File: config.mk
export PLATFORM = sky130hd
export DESIGN_NAME = pix_bcs_adjust
export DESIGN_NICKNAME = d
export VERILOG_FILES = /design/src/rtl/pix_bcs_pkg.sv /design/src/rtl/bcs_cfg_bank.sv /design/src/rtl/bcs_luma_lane.sv /design/src/rtl/bcs_chroma_lane.sv /design/src/rtl/pix_bcs_adjust.sv
export SDC_FILE = /design/constraint.sdc
export NUM_CORES = 1
export LEC_CHECK = 0
export ABC_AREA = 1
export BUFFER_PORTS_ARGS = -buffer_cell sky130_fd_sc_hd__buf_2
export CORE_UTILIZATION = 41
export CTS_BUF_LIST = sky130_fd_sc_hd__clkbuf_8 sky130_fd_sc_hd__clkbuf_16
export CTS_CLUSTER_SIZE = 10
export DETAILED_ROUTE_END_ITERATION = 6
export MAX_ROUTING_LAYER = met4
export REMOVE_ABC_BUFFERS = 1
export SLEW_MARGIN = 20
export SYNTH_ARGS = -nofsm -noshare
export SYNTH_HDL_FRONTEND = slang
export SYNTH_SLANG_ARGS = --single-unit
export TNS_END_PERCENT = 100
File: constraint.sdc
create_clock -name clk -period 11.9 [get_ports clk]
set_clock_uncertainty 0.15 [all_clocks]
set_input_delay 1.785 -clock clk [delete_from_list [all_inputs] [get_ports clk]]
set_output_delay 1.785 -clock clk [all_outputs]
set_load 0.01 [all_outputs]
File: src/rtl/pix_bcs_pkg.sv
package pix_bcs_pkg;

    // Register field geometry: a downstream programming model decodes these.
    localparam int CFG_W     = 32;
    localparam int CON_W     = 9;   // unsigned 3.6
    localparam int CON_FRAC  = 6;
    localparam int CON_LSB   = 18;
    localparam int BRI_W     = 8;   // two's complement integer
    localparam int SIN_W     = 11;  // signed 4.7
    localparam int SIN_LSB   = 16;
    localparam int COS_W     = 10;  // unsigned 3.7
    localparam int TRIG_FRAC = 7;

    typedef struct packed {
        logic        [CON_W-1:0] contrast;
        logic signed [BRI_W-1:0] brightness;
        logic signed [SIN_W-1:0] sine;
        logic        [COS_W-1:0] cosine;
    } bcs_cfg_t;

    localparam bcs_cfg_t CFG_PASS = '{
        contrast:   CON_W'(1 << CON_FRAC),
        brightness: '0,
        sine:       '0,
        cosine:     COS_W'(1 << TRIG_FRAC)
    };

endpackage

File: src/rtl/bcs_cfg_bank.sv
module bcs_cfg_bank
    import pix_bcs_pkg::*;
(
    input  logic                 clk,
    input  logic                 rst_n,
    input  logic                 wr_en,
    input  logic                 wr_sel,
    input  logic [CFG_W-1:0]     wr_data,
    input  logic                 commit,
    output bcs_cfg_t             shd_cfg,
    output bcs_cfg_t             act_cfg
);

    typedef struct packed {
        bcs_cfg_t shd;
        bcs_cfg_t act;
    } bank_t;

    bank_t st_d, st_q;

    logic unused_wr_bits;
    assign unused_wr_bits = ^{wr_data[CFG_W-1:CON_LSB+CON_W], wr_data[SIN_LSB-1:COS_W]};

    always_comb begin
        st_d = st_q;
        // Commit samples the shadow before this cycle's write lands.
        if (commit) begin
            st_d.act = st_q.shd;
        end
        if (wr_en) begin
            if (!wr_sel) begin
                st_d.shd.contrast   = wr_data[CON_LSB +: CON_W];
                st_d.shd.brightness = $signed(wr_data[BRI_W-1:0]);
            end else begin
                st_d.shd.sine       = $signed(wr_data[SIN_LSB +: SIN_W]);
                st_d.shd.cosine     = wr_data[COS_W-1:0];
            end
        end
    end

    always_ff @(posedge clk or negedge rst_n) begin
        if (!rst_n) begin
            st_q.shd <= CFG_PASS;
            st_q.act <= CFG_PASS;
        end else begin
            st_q <= st_d;
        end
    end

    assign shd_cfg = st_q.shd;
    assign act_cfg = st_q.act;

endmodule

File: src/rtl/bcs_luma_lane.sv
module bcs_luma_lane
    import pix_bcs_pkg::*;
#(
    parameter int PIX_W = 8
) (
    input  logic                    clk,
    input  logic                    rst_n,
    input  logic                    load_s1,
    input  logic                    load_s2,
    input  logic [PIX_W-1:0]        y_in,
    input  logic [CON_W-1:0]        contrast,
    input  logic signed [BRI_W-1:0] brightness,
    output logic [PIX_W-1:0]        y_out
);

    localparam int PROD_W = PIX_W + CON_W;
    localparam int RND_W  = PROD_W + 1 - CON_FRAC;
    localparam int SUM_W  = RND_W + 2;
    localparam logic [PROD_W:0]         HALF   = (PROD_W+1)'(1 << (CON_FRAC - 1));
    localparam logic signed [SUM_W-1:0] LIM_HI = SUM_W'((1 << PIX_W) - 1);

    typedef struct packed {
        logic [PROD_W-1:0]       prod;
        logic signed [BRI_W-1:0] bri;
        logic [PIX_W-1:0]        y;
    } lane_t;

    lane_t st_d, st_q;
    logic [PROD_W:0]         biased;
    logic [RND_W-1:0]        rounded;
    logic signed [SUM_W-1:0] total;

    always_comb begin
        st_d    = st_q;
        biased  = {1'b0, st_q.prod} + HALF;
        rounded = RND_W'(biased >> CON_FRAC);
        total   = $signed(SUM_W'(rounded)) + SUM_W'(st_q.bri);
        // Stage 1: gain; the offset travels with its pixel.
        if (load_s1) begin
            st_d.prod = PROD_W'(y_in) * PROD_W'(contrast);
            st_d.bri  = brightness;
        end
        // Stage 2: round, offset, saturate.
        if (load_s2) begin
            if (total < 0) begin
                st_d.y = '0;
            end else if (total > LIM_HI) begin
                st_d.y = '1;
            end else begin
                st_d.y = total[PIX_W-1:0];
            end
        end
    end

    always_ff @(posedge clk or negedge rst_n) begin
        if (!rst_n) begin
            st_q <= '0;
        end else begin
            st_q <= st_d;
        end
    end

    assign y_out = st_q.y;

endmodule

File: src/rtl/bcs_chroma_lane.sv
module bcs_chroma_lane
    import pix_bcs_pkg::*;
#(
    parameter int PIX_W     = 8,
    parameter bit NEG_CROSS = 1'b0
) (
    input  logic                    clk,
    input  logic                    rst_n,
    input  logic                    load_s1,
    input  logic                    load_s2,
    input  logic signed [PIX_W-1:0] a_in,
    input  logic signed [PIX_W-1:0] b_in,
    input  logic signed [SIN_W-1:0] sine,
    input  logic [COS_W-1:0]        cosine,
    output logic signed [PIX_W-1:0] c_out
);

    localparam int TRIG_W = SIN_W;
    localparam int PRD_W  = PIX_W + TRIG_W;
    localparam int ACC_W  = PRD_W + 1;
    localparam logic signed [ACC_W-1:0] HALF   = ACC_W'(1 << (TRIG_FRAC - 1));
    localparam logic signed [ACC_W-1:0] LIM_HI = ACC_W'((1 << (PIX_W - 1)) - 1);
    localparam logic signed [ACC_W-1:0] LIM_LO = -ACC_W'(1 << (PIX_W - 1));

    typedef struct packed {
        logic signed [ACC_W-1:0] acc;
        logic signed [PIX_W-1:0] c;
    } lane_t;

    lane_t st_d, st_q;
    logic signed [TRIG_W-1:0] cos_s;
    logic signed [PRD_W-1:0]  p_main;
    logic signed [PRD_W-1:0]  p_cross;
    logic signed [ACC_W-1:0]  shifted;

    always_comb begin
        st_d    = st_q;
        cos_s   = $signed(TRIG_W'(cosine));
        p_main  = PRD_W'(a_in) * PRD_W'(cos_s);
        p_cross = PRD_W'(b_in) * PRD_W'(sine);
        shifted = (st_q.acc + HALF) >>> TRIG_FRAC;
        // Stage 1: rotation sum at full precision.
        if (load_s1) begin
            if (NEG_CROSS) begin
                st_d.acc = ACC_W'(p_main) - ACC_W'(p_cross);
            end else begin
                st_d.acc = ACC_W'(p_main) + ACC_W'(p_cross);
            end
        end
        // Stage 2: round to nearest, saturate.
        if (load_s2) begin
            if (shifted > LIM_HI) begin
                st_d.c = LIM_HI[PIX_W-1:0];
            end else if (shifted < LIM_LO) begin
                st_d.c = LIM_LO[PIX_W-1:0];
            end else begin
                st_d.c = shifted[PIX_W-1:0];
            end
        end
    end

    always_ff @(posedge clk or negedge rst_n) begin
        if (!rst_n) begin
            st_q <= '0;
        end else begin
            st_q <= st_d;
        end
    end

    assign c_out = st_q.c;

endmodule

File: src/rtl/pix_bcs_adjust.sv
module pix_bcs_adjust
    import pix_bcs_pkg::*;
#(
    parameter int PIX_W = 8
) (
    input  logic             clk,
    input  logic             rst_n,
    input  logic             cfg_we,
    input  logic             cfg_sel,
    input  logic [CFG_W-1:0] cfg_wdata,
    input  logic             frame_strobe,
    input  logic             in_valid,
    input  logic [PIX_W-1:0] in_y,
    input  logic [PIX_W-1:0] in_cb,
    input  logic [PIX_W-1:0] in_cr,
    output logic             out_valid,
    output logic [PIX_W-1:0] out_y,
    output logic [PIX_W-1:0] out_cb,
    output logic [PIX_W-1:0] out_cr
);

    localparam int N_CHROMA = 2;

    typedef struct packed {
        logic v1;
        logic v2;
    } vpipe_t;

    vpipe_t   vp_d, vp_q;
    bcs_cfg_t shd_cfg;
    bcs_cfg_t act_cfg;

    logic signed [PIX_W-1:0] ch_in  [N_CHROMA];
    logic signed [PIX_W-1:0] ch_out [N_CHROMA];

    bcs_cfg_bank u_cfg (
        .clk     (clk),
        .rst_n   (rst_n),
        .wr_en   (cfg_we),
        .wr_sel  (cfg_sel),
        .wr_data (cfg_wdata),
        .commit  (frame_strobe),
        .shd_cfg (shd_cfg),
        .act_cfg (act_cfg)
    );

    always_comb begin
        vp_d    = vp_q;
        vp_d.v1 = in_valid;
        vp_d.v2 = vp_q.v1;
    end

    always_ff @(posedge clk or negedge rst_n) begin
        if (!rst_n) begin
            vp_q <= '0;
        end else begin
            vp_q <= vp_d;
        end
    end

    bcs_luma_lane #(.PIX_W(PIX_W)) u_luma (
        .clk        (clk),
        .rst_n      (rst_n),
        .load_s1    (in_valid),
        .load_s2    (vp_q.v1),
        .y_in       (in_y),
        .contrast   (act_cfg.contrast),
        .brightness (act_cfg.brightness),
        .y_out      (out_y)
    );

    assign ch_in[0] = $signed(in_cb);
    assign ch_in[1] = $signed(in_cr);

    // Lane 0 yields Cb (cross term added), lane 1 yields Cr (cross term subtracted).
    for (genvar g = 0; g < N_CHROMA; g++) begin : g_chroma
        bcs_chroma_lane #(
            .PIX_W     (PIX_W),
            .NEG_CROSS (g == 1)
        ) u_lane (
            .clk     (clk),
            .rst_n   (rst_n),
            .load_s1 (in_valid),
            .load_s2 (vp_q.v1),
            .a_in    (ch_in[g]),
            .b_in    (ch_in[N_CHROMA-1-g]),
            .sine    (act_cfg.sine),
            .cosine  (act_cfg.cosine),
            .c_out   (ch_out[g])
        );
    end

    assign out_valid = vp_q.v2;
    assign out_cb    = ch_out[0];
    assign out_cr    = ch_out[1];

endmodule

==> qor.yml, run 1 <==
setup_path:
  cp-start-kind: "input port"
  cp-startpoint: "in_cr[1]"
  required_ns: 12.09
  reg2regPathDepth: 19
  end_kind: "flop"
  cp_data_arrival_time_ns: 7.53
  r2r_start: "u_cfg.act_cfg[20]"
  crit_end: "g_chroma[0].u_lane.st_q[27]"
  critPathKind: "in -> reg"
  worstPathMaxFanout: 21
  r2r-end: "g_chroma[0].u_lane.st_q[27]"
  rrSetupSlack_ns: 5.43
clocking:
  numCtsBuffers: 17
  cts_hold_buffers: 0
  cts_num_sinks: 150
  post_cts_buffers: 0
  clockRootBuffer: "clkbuf_16"
  cts_buffer_depth: 2
  clk_latency_ns: 0.45
  cts_resized: 0
  path_clk_slew_ns: 0.07
  cts_tree: "built"
  h-tree-depth: 4
outcome:
  status: "completed"
final_layout:
  areaGrowthSynthToFinish_pct: 5.78
  drive_gt1_frac: 0.0579
  fin_nets: 3466
  fillers: 5439
  final_common_cell: "nand2_1"
  stdcell_area_um2: 23900
  final_cell_mix: "772 x nand2_1, 767 x inv_1, 348 x fa_1"
timing:
  min_period_ns: 7.34
  rsz0062_at_grt: "false"
  drv_slew: 0
  min_period_over_period: 0.617
  finalSetupViolations: 0
  tightest_slew_ns: 1.02
  setup_tns_ns: 0
  max-slew-margin-rel: 0.318
  fmax_mhz: 136
  finalHoldViolations: 0
logic_synthesis:
  synth_top_family_by_area: "adder cells"
  synthesis.area_um2: 22600
  synth-compound-area-share: 0.0517
  synth-simple-area-share: 0.183
  async_flop_share: 1.00
  ys.flop_type: "dfrtp_1"
  synthMuxAreaShare: 0.0110
  synth_cell_type_count: 48
  avgSynthCellArea_um2: 7.78
  synth_edf_count: 0
  synthCells: 2908
  ys_seq_elements: 150
  synth-adder-area-share: 0.412
  yosysSeqAreaShare: 0.166
  synthXorXnorAreaFrac: 0.0221
  ys_warn_count: 0
placement:
  port_buffers: 75
  dpl_cell_area_um2: 23300
  place.gp.congestion: 0.920
  dpl.hpwl_um: 42200
global_route:
  antenna_found_initial: 2
  grt_max_degree: 70
  grt_pass1_wl_um: 90300
  grt_usage: 0.209
  overflow: 0
  grt_pass1_vias: 18000
min_path:
  hp-class: "reg -> reg"
die:
  fp.coreArea_um2: 54100
  die_w_um: 237
  initial_core_util: 0.418
  die_h_um: 237
  rows: 85
  io_pins: 87
  dieArea_um2: 56100
routing:
  vias: 17400
  ant_nets: 0
  drc: 0
  wl_per_cell_um: 14.9
  firstDrtPassIters: 6
  vias_per_cell: 4.86
  drt_wl_total_um: 53400
  drt_iter0_drc: 1040
flow_run:
  drv_cap: 0
## flip-flops by register name, indices dropped and copies added, names as in the netlist
| name | cells |
|---|---|
| g_chroma.u_lane.c_out | 16 |
| g_chroma.u_lane.st_q | 28 |
| out_valid | 1 |
| u_cfg.act_cfg | 38 |
| u_cfg.shd_cfg | 38 |
| u_luma.st_q | 20 |
| u_luma.y_out | 8 |
| vp_d | 1 |
## stage by stage
stage / utilization / instances / hold WS, ns / setup slack, ns
2_1_floorplan: - / 2768 / 0.297 / 5.23
3_3_place_gp: 0.430 / 3546 / 0.308 / 4.22
3_5_place_dp: 0.430 / 3546 / 0.312 / 4.14
4_1_cts: 0.442 / 3578 / 0.331 / 4.62
5_1_grt: 0.442 / 3580 / 0.350 / 4.23
6_report: 0.442 / 3580 / 0.327 / 4.56
## cell type report
class                           instances  area (um^2)  share of cell area
Timing Repair Buffer                   82          434              0.0182
Multi-Input combinational cell       1851        15400               0.642
Clock inverter                         15          195             0.00816
Clock buffer                           17          425              0.0178
Antenna cell                            2         5.00            0.000209
Sequential cell                       150         3760               0.157
Inverter                              767         2880               0.120
Tap cell                              696          871              0.0364
## worst min path at each step
stage                                      startpoint                          end  slack (ns)  depth (start not counted)
after floorplan                     u_cfg.shd_cfg[10]            u_cfg.act_cfg[10]        0.30                          2
after global placement    g_chroma[1].u_lane.c_out[7]  g_chroma[1].u_lane.c_out[7]        0.31                          2
after detailed placement  g_chroma[1].u_lane.c_out[2]  g_chroma[1].u_lane.c_out[2]        0.31                          2
after CTS                 g_chroma[1].u_lane.c_out[2]  g_chroma[1].u_lane.c_out[2]        0.33                          2
after global routing                  u_luma.y_out[1]              u_luma.y_out[1]        0.35                          2
final                     g_chroma[1].u_lane.c_out[2]  g_chroma[1].u_lane.c_out[2]        0.33                          2
## metal layers
layer	vias up	global-route usage	wire length [um]
li1	8374	-	-
met1	8539	0.283	24500
met2	450	0.332	25000
met3	49	0.0280	3060
met4	0	0.0500	840
met5	-	-	0
## synthesized netlist by cell type, drive strengths merged, types with 2 or more instances
cell type	count	area [um^2]
nand2	774	2910
o21ai	118	602
nand3	84	420
nand4	15	93.8
o31ai	3	22.5
nor2	113	439
o21bai	6	60.1
a21oi	63	338
inv	767	2880
nor3	14	75.1
nor4	5	52.6
xnor2	19	166
xor2	38	333
a21o	7	52.6
o22ai	2	12.5
or2	12	75.1
mux2	22	248
a31oi	8	50.1
nand3b	6	45.0
ha	187	2340
buf	33	220
clkbuf	107	404
dfstp	4	105
dfrtp	146	3650
fa	348	6970
## cells by family (layout without fill, tap and decap cells)
family,Yosys count,in the layout
buffers and inverters,907,881
and+or+nand+nor,1026,1026
other,0,2
adders and majority gates,535,535
xor gates and xnor gates,57,57
AOI/OAI and AO/OA,211,211
DFF,150,150
muxes,22,22
## critical path: stages
cell,delay [ns]
buf_2,0.42
nand2_1,0.46
fa_1,0.66
inv_1,0.05
fa_1,0.48
fa_1,0.54
inv_1,0.05
fa_1,0.47
inv_1,0.05
fa_1,0.44
ha_1,0.33
ha_1,0.38
nand2_1,0.12
nor3_1,0.36
nand4_1,0.12
or2_2,0.30
nand3_1,0.22
nand3_1,0.11
nand3_1,0.11
nand2_1,0.06
Power of run 1 is not shown: default switching activity piles up to over one toggle a cycle in this logic, so the estimate is an artifact.
==> inputs of run 2 (changes only) <==
--- a/config.mk
+++ b/config.mk
@@ -5,7 +5,7 @@
 export SDC_FILE = /design/constraint.sdc
 export NUM_CORES = 1
 export LEC_CHECK = 0
-export ABC_AREA = 1
+export ABC_AREA = 0
 export BUFFER_PORTS_ARGS = -buffer_cell sky130_fd_sc_hd__buf_2
 export CORE_UTILIZATION = 41
 export CTS_BUF_LIST = sky130_fd_sc_hd__clkbuf_8 sky130_fd_sc_hd__clkbuf_16
==> constraint.sdc (replaced) <==
create_clock -name clk -period 7 [get_ports clk]
set_clock_uncertainty 0.15 [all_clocks]
set_input_delay 1.05 -clock clk [delete_from_list [all_inputs] [get_ports clk]]
set_output_delay 1.05 -clock clk [all_outputs]
set_load 0.01 [all_outputs]
==> run 2 against run 1 <==
Net effect:
- cell count decreased by 20%
- global-route usage is 0.59 points lower
- routed wire length decreased by 10%
- synthesized area shrank 7.1%
- critical path type unchanged
- worst hold slack better by 0.027 ns
- core utilization is 1.5 points higher
- highest routed layer unchanged
==> qor.yml, run 2 <==
global_route:
  antenna_found_initial: 1  # -1
  grt_busiest_layer: "met2"
  overflow: 0  # unchanged
  use_met3: 0.0298  # +0.00184
  grt_pass1_wl_um: 81200  # -10%
  grt_pass1_vias: 15400  # -14%
  use_met1: 0.268  # -0.0145
  grt_use_met2: 0.328  # -0.00352
  grt_max_degree: 78  # +11%
  grt_usage: 0.203  # -0.00589
logic_synthesis:
  synth_most_common_cell: "inv_1"
  yosysSeqAreaShare: 0.179  # +0.0126
  synthesis.area_um2: 21000  # -7.1%
  avgSynthCellArea_um2: 9.97  # +28%
  yosys-top-cells-count: "430 x inv_1, 348 x fa_1, 212 x and2_1, 187 x ha_1, 187 x nand2_1"
  synth.largest_area_cell: "fa_1"
  async_flop_share: 1.00  # unchanged
  ys_seq_elements: 150  # unchanged
  synth_edf_count: 0  # unchanged
  synthCells: 2107  # -28%
  ys.flop_type: "dfrtp_1"
  synth_cell_type_count: 63  # +31%
  ys_warn_count: 0  # unchanged
  synth_area_leaders: "fa_1 33%, dfrtp_1 17%, ha_1 11%"
  synth_top_area_frac: 0.332  # +0.0234
clocking:
  cts_buffer_depth: 2  # unchanged
  clk_latency_ns: 0.46  # about the same
  clockRootBuffer: "clkbuf_16"
  numCtsBuffers: 17  # unchanged
  post_cts_buffers: 0  # unchanged
  cts_resized: 0  # unchanged
  cts_tree: "built"
  path_clk_slew_ns: 0.08  # about the same
  cts_num_sinks: 150  # unchanged
  cts_hold_buffers: 0  # unchanged
  h-tree-depth: 4  # unchanged
setup_path:
  cp_data_arrival_time_ns: 6.84  # -0.69 ns
  crit_slowest_cell: "fa_1"
  crit_path_max_incr_delay_ns: 0.53  # -0.13 ns
  required_ns: 7.21  # -4.88 ns
  worstPathMaxFanout: 5  # -76%
  critPathBufInv: 6  # +2
  end_kind: "flop"
  crit_chain: "buf_2 > buf_4 > and2_1 > fa_1 > inv_1 > fa_1 > fa_1 > inv_1 > fa_1 > fa_1 > inv_1 > fa_1 > inv_1 > ha_1 > o21ai_0 > nor2_1 > a311o_1 > a2111oi_4 > nor4_2 > o31ai_2 > nand3_1 > a31oi_1"
  critPathKind: "in -> reg"
  path_common_cell: "fa_1"
  critPathTopFamily: "adder cells"
  cp-start-kind: "input port"
routing:
  firstDrtPassIters: 5  # -1
  ant_nets: 0  # unchanged
  drt_iter0_drc: 755  # -27%
  drc: 0  # unchanged
  vias_per_cell: 4.98  # +2.5%
  vias: 14300  # -18%
  wl_per_cell_um: 16.7  # +12%
  drt_wl_total_um: 47800  # -10%
placement:
  place.gp.congestion: 0.866  # -5.8%
  dp_slack_ns: -0.120  # -4.26 ns
  port_buffers: 75  # unchanged
  dpl.hpwl_um: 39500  # -6.3%
final_layout:
  fin_nets: 2774  # -20%
  drive_gt1_frac: 0.140  # +0.0822
  final_util: 0.456  # +0.0146
  areaGrowthSynthToFinish_pct: 9.41
  final_cell_mix: "430 x inv_1, 348 x fa_1, 212 x and2_1"
  final_common_cell: "inv_1"
timing:
  min_period_over_period: 0.946
  rsz0062_at_grt: "false"
  finalHoldViolations: 0  # unchanged
  min_period_ns: 6.62
  fmax_mhz: 151
  drv_slew: 0  # unchanged
  tightest_slew_ns: 1.04  # +0.0168 ns
  finalSetupViolations: 0  # unchanged
  setup_tns_ns: 0  # unchanged
  holdWs_ns: 0.354  # +0.0272 ns
  fin_ws_ns: 0.376  # -4.18 ns
  max-slew-margin-rel: 0.307  # -0.0112
die:
  rows: 82  # -3.5%
  die_w_um: 228  # -3.6%
  initial_core_util: 0.417  # -0.000584
  fp.coreArea_um2: 50400  # -6.9%
  die_h_um: 228  # -3.6%
  dieArea_um2: 52200  # -7.0%
  io_pins: 87  # unchanged
min_path:
  hp-class: "reg -> reg"
flow_run:
  drv_cap: 0  # unchanged
outcome:
  status: "completed"
[run 2: cell types whose count changed in the layout (fill, tap and decap cells not counted), moves of 17 or more]
cell / previous run / this run
mux2_2: 22 / 107
a21oi_1: 61 / 26
nand2_1: 772 / 187
o21ai_0: 112 / 21
inv_1: 767 / 430
o21a_1: 1 / 18
nand3_1: 84 / 21
and2_1: 1 / 212
buf_4: 7 / 75
nand2b_1: 1 / 20
xnor2_1: 19 / 55
nor2_1: 109 / 53
[run 2: layout make-up]
class | instances | area, um^2
diodes | 2 | 5.00
multi-input cells | 1425 | 15200
flip-flops and latches | 150 | 3760
clock inverters | 15 | 191
fillers | 4834 | 27400
repair buffers | 152 | 985
inverters | 431 | 1620
clock buffers | 17 | 425
well taps | 672 | 841
[run 2: kinds of logic after synthesis]
| family | share of synthesized area |
|---|---|
| simple gates | 0.136 |
| fa+ha+maj | 0.443 |
| buf+inv | 0.0993 |
| compound gates | 0.0531 |
| flops | 0.179 |
| mux | 0.0583 |
| xor+xnor | 0.0321 |
[run 2: path summary, 6_finish.rpt]
kind	from	to	slack (ns)	depth (start not counted)
min	u_cfg.act_cfg[22]	u_luma.st_q[9]	0.35	2
min reg2reg	u_cfg.act_cfg[22]	u_luma.st_q[9]	0.35	2
max reg2reg	u_cfg.act_cfg[3]	g_chroma[1].u_lane.st_q[27]	0.53	20
min in group asynchronous	rst_n	out_valid	0.47	1
max	in_cr[5]	g_chroma[1].u_lane.st_q[27]	0.38	22
max in group asynchronous	rst_n	u_cfg.act_cfg[35]	4.91	3
[run 2: metrics by stage]
stage / std cells / area [um^2]
final: 2864 / 23000
after global routing: 2863 / 23000
after CTS: 2861 / 23000
after detailed placement: 2829 / 22400
after global placement: 2829 / 22400
after floorplan: 2006 / 20500
[run 2: routing by layer]
layer	wire, um	up-vias
li1	-	6620
met1	21500	7300
met2	23100	314
met3	2260	38
met4	867	0
met5	0	-
[run 2: worst register-to-register path, stage by stage (launching register included)]
cell,delay (ns)
dfrtp_1,0.53
and2_1,0.26
fa_1,0.54
inv_1,0.06
fa_1,0.52
fa_1,0.52
inv_1,0.06
fa_1,0.46
fa_1,0.54
inv_1,0.05
fa_1,0.53
inv_1,0.04
ha_1,0.22
a211oi_1,0.25
nor2_1,0.08
a311o_1,0.38
a2111oi_4,0.41
nor4_2,0.13
o31ai_2,0.31
nand3_1,0.13
a31oi_1,0.19
Power of run 2 is left out for the same reason.
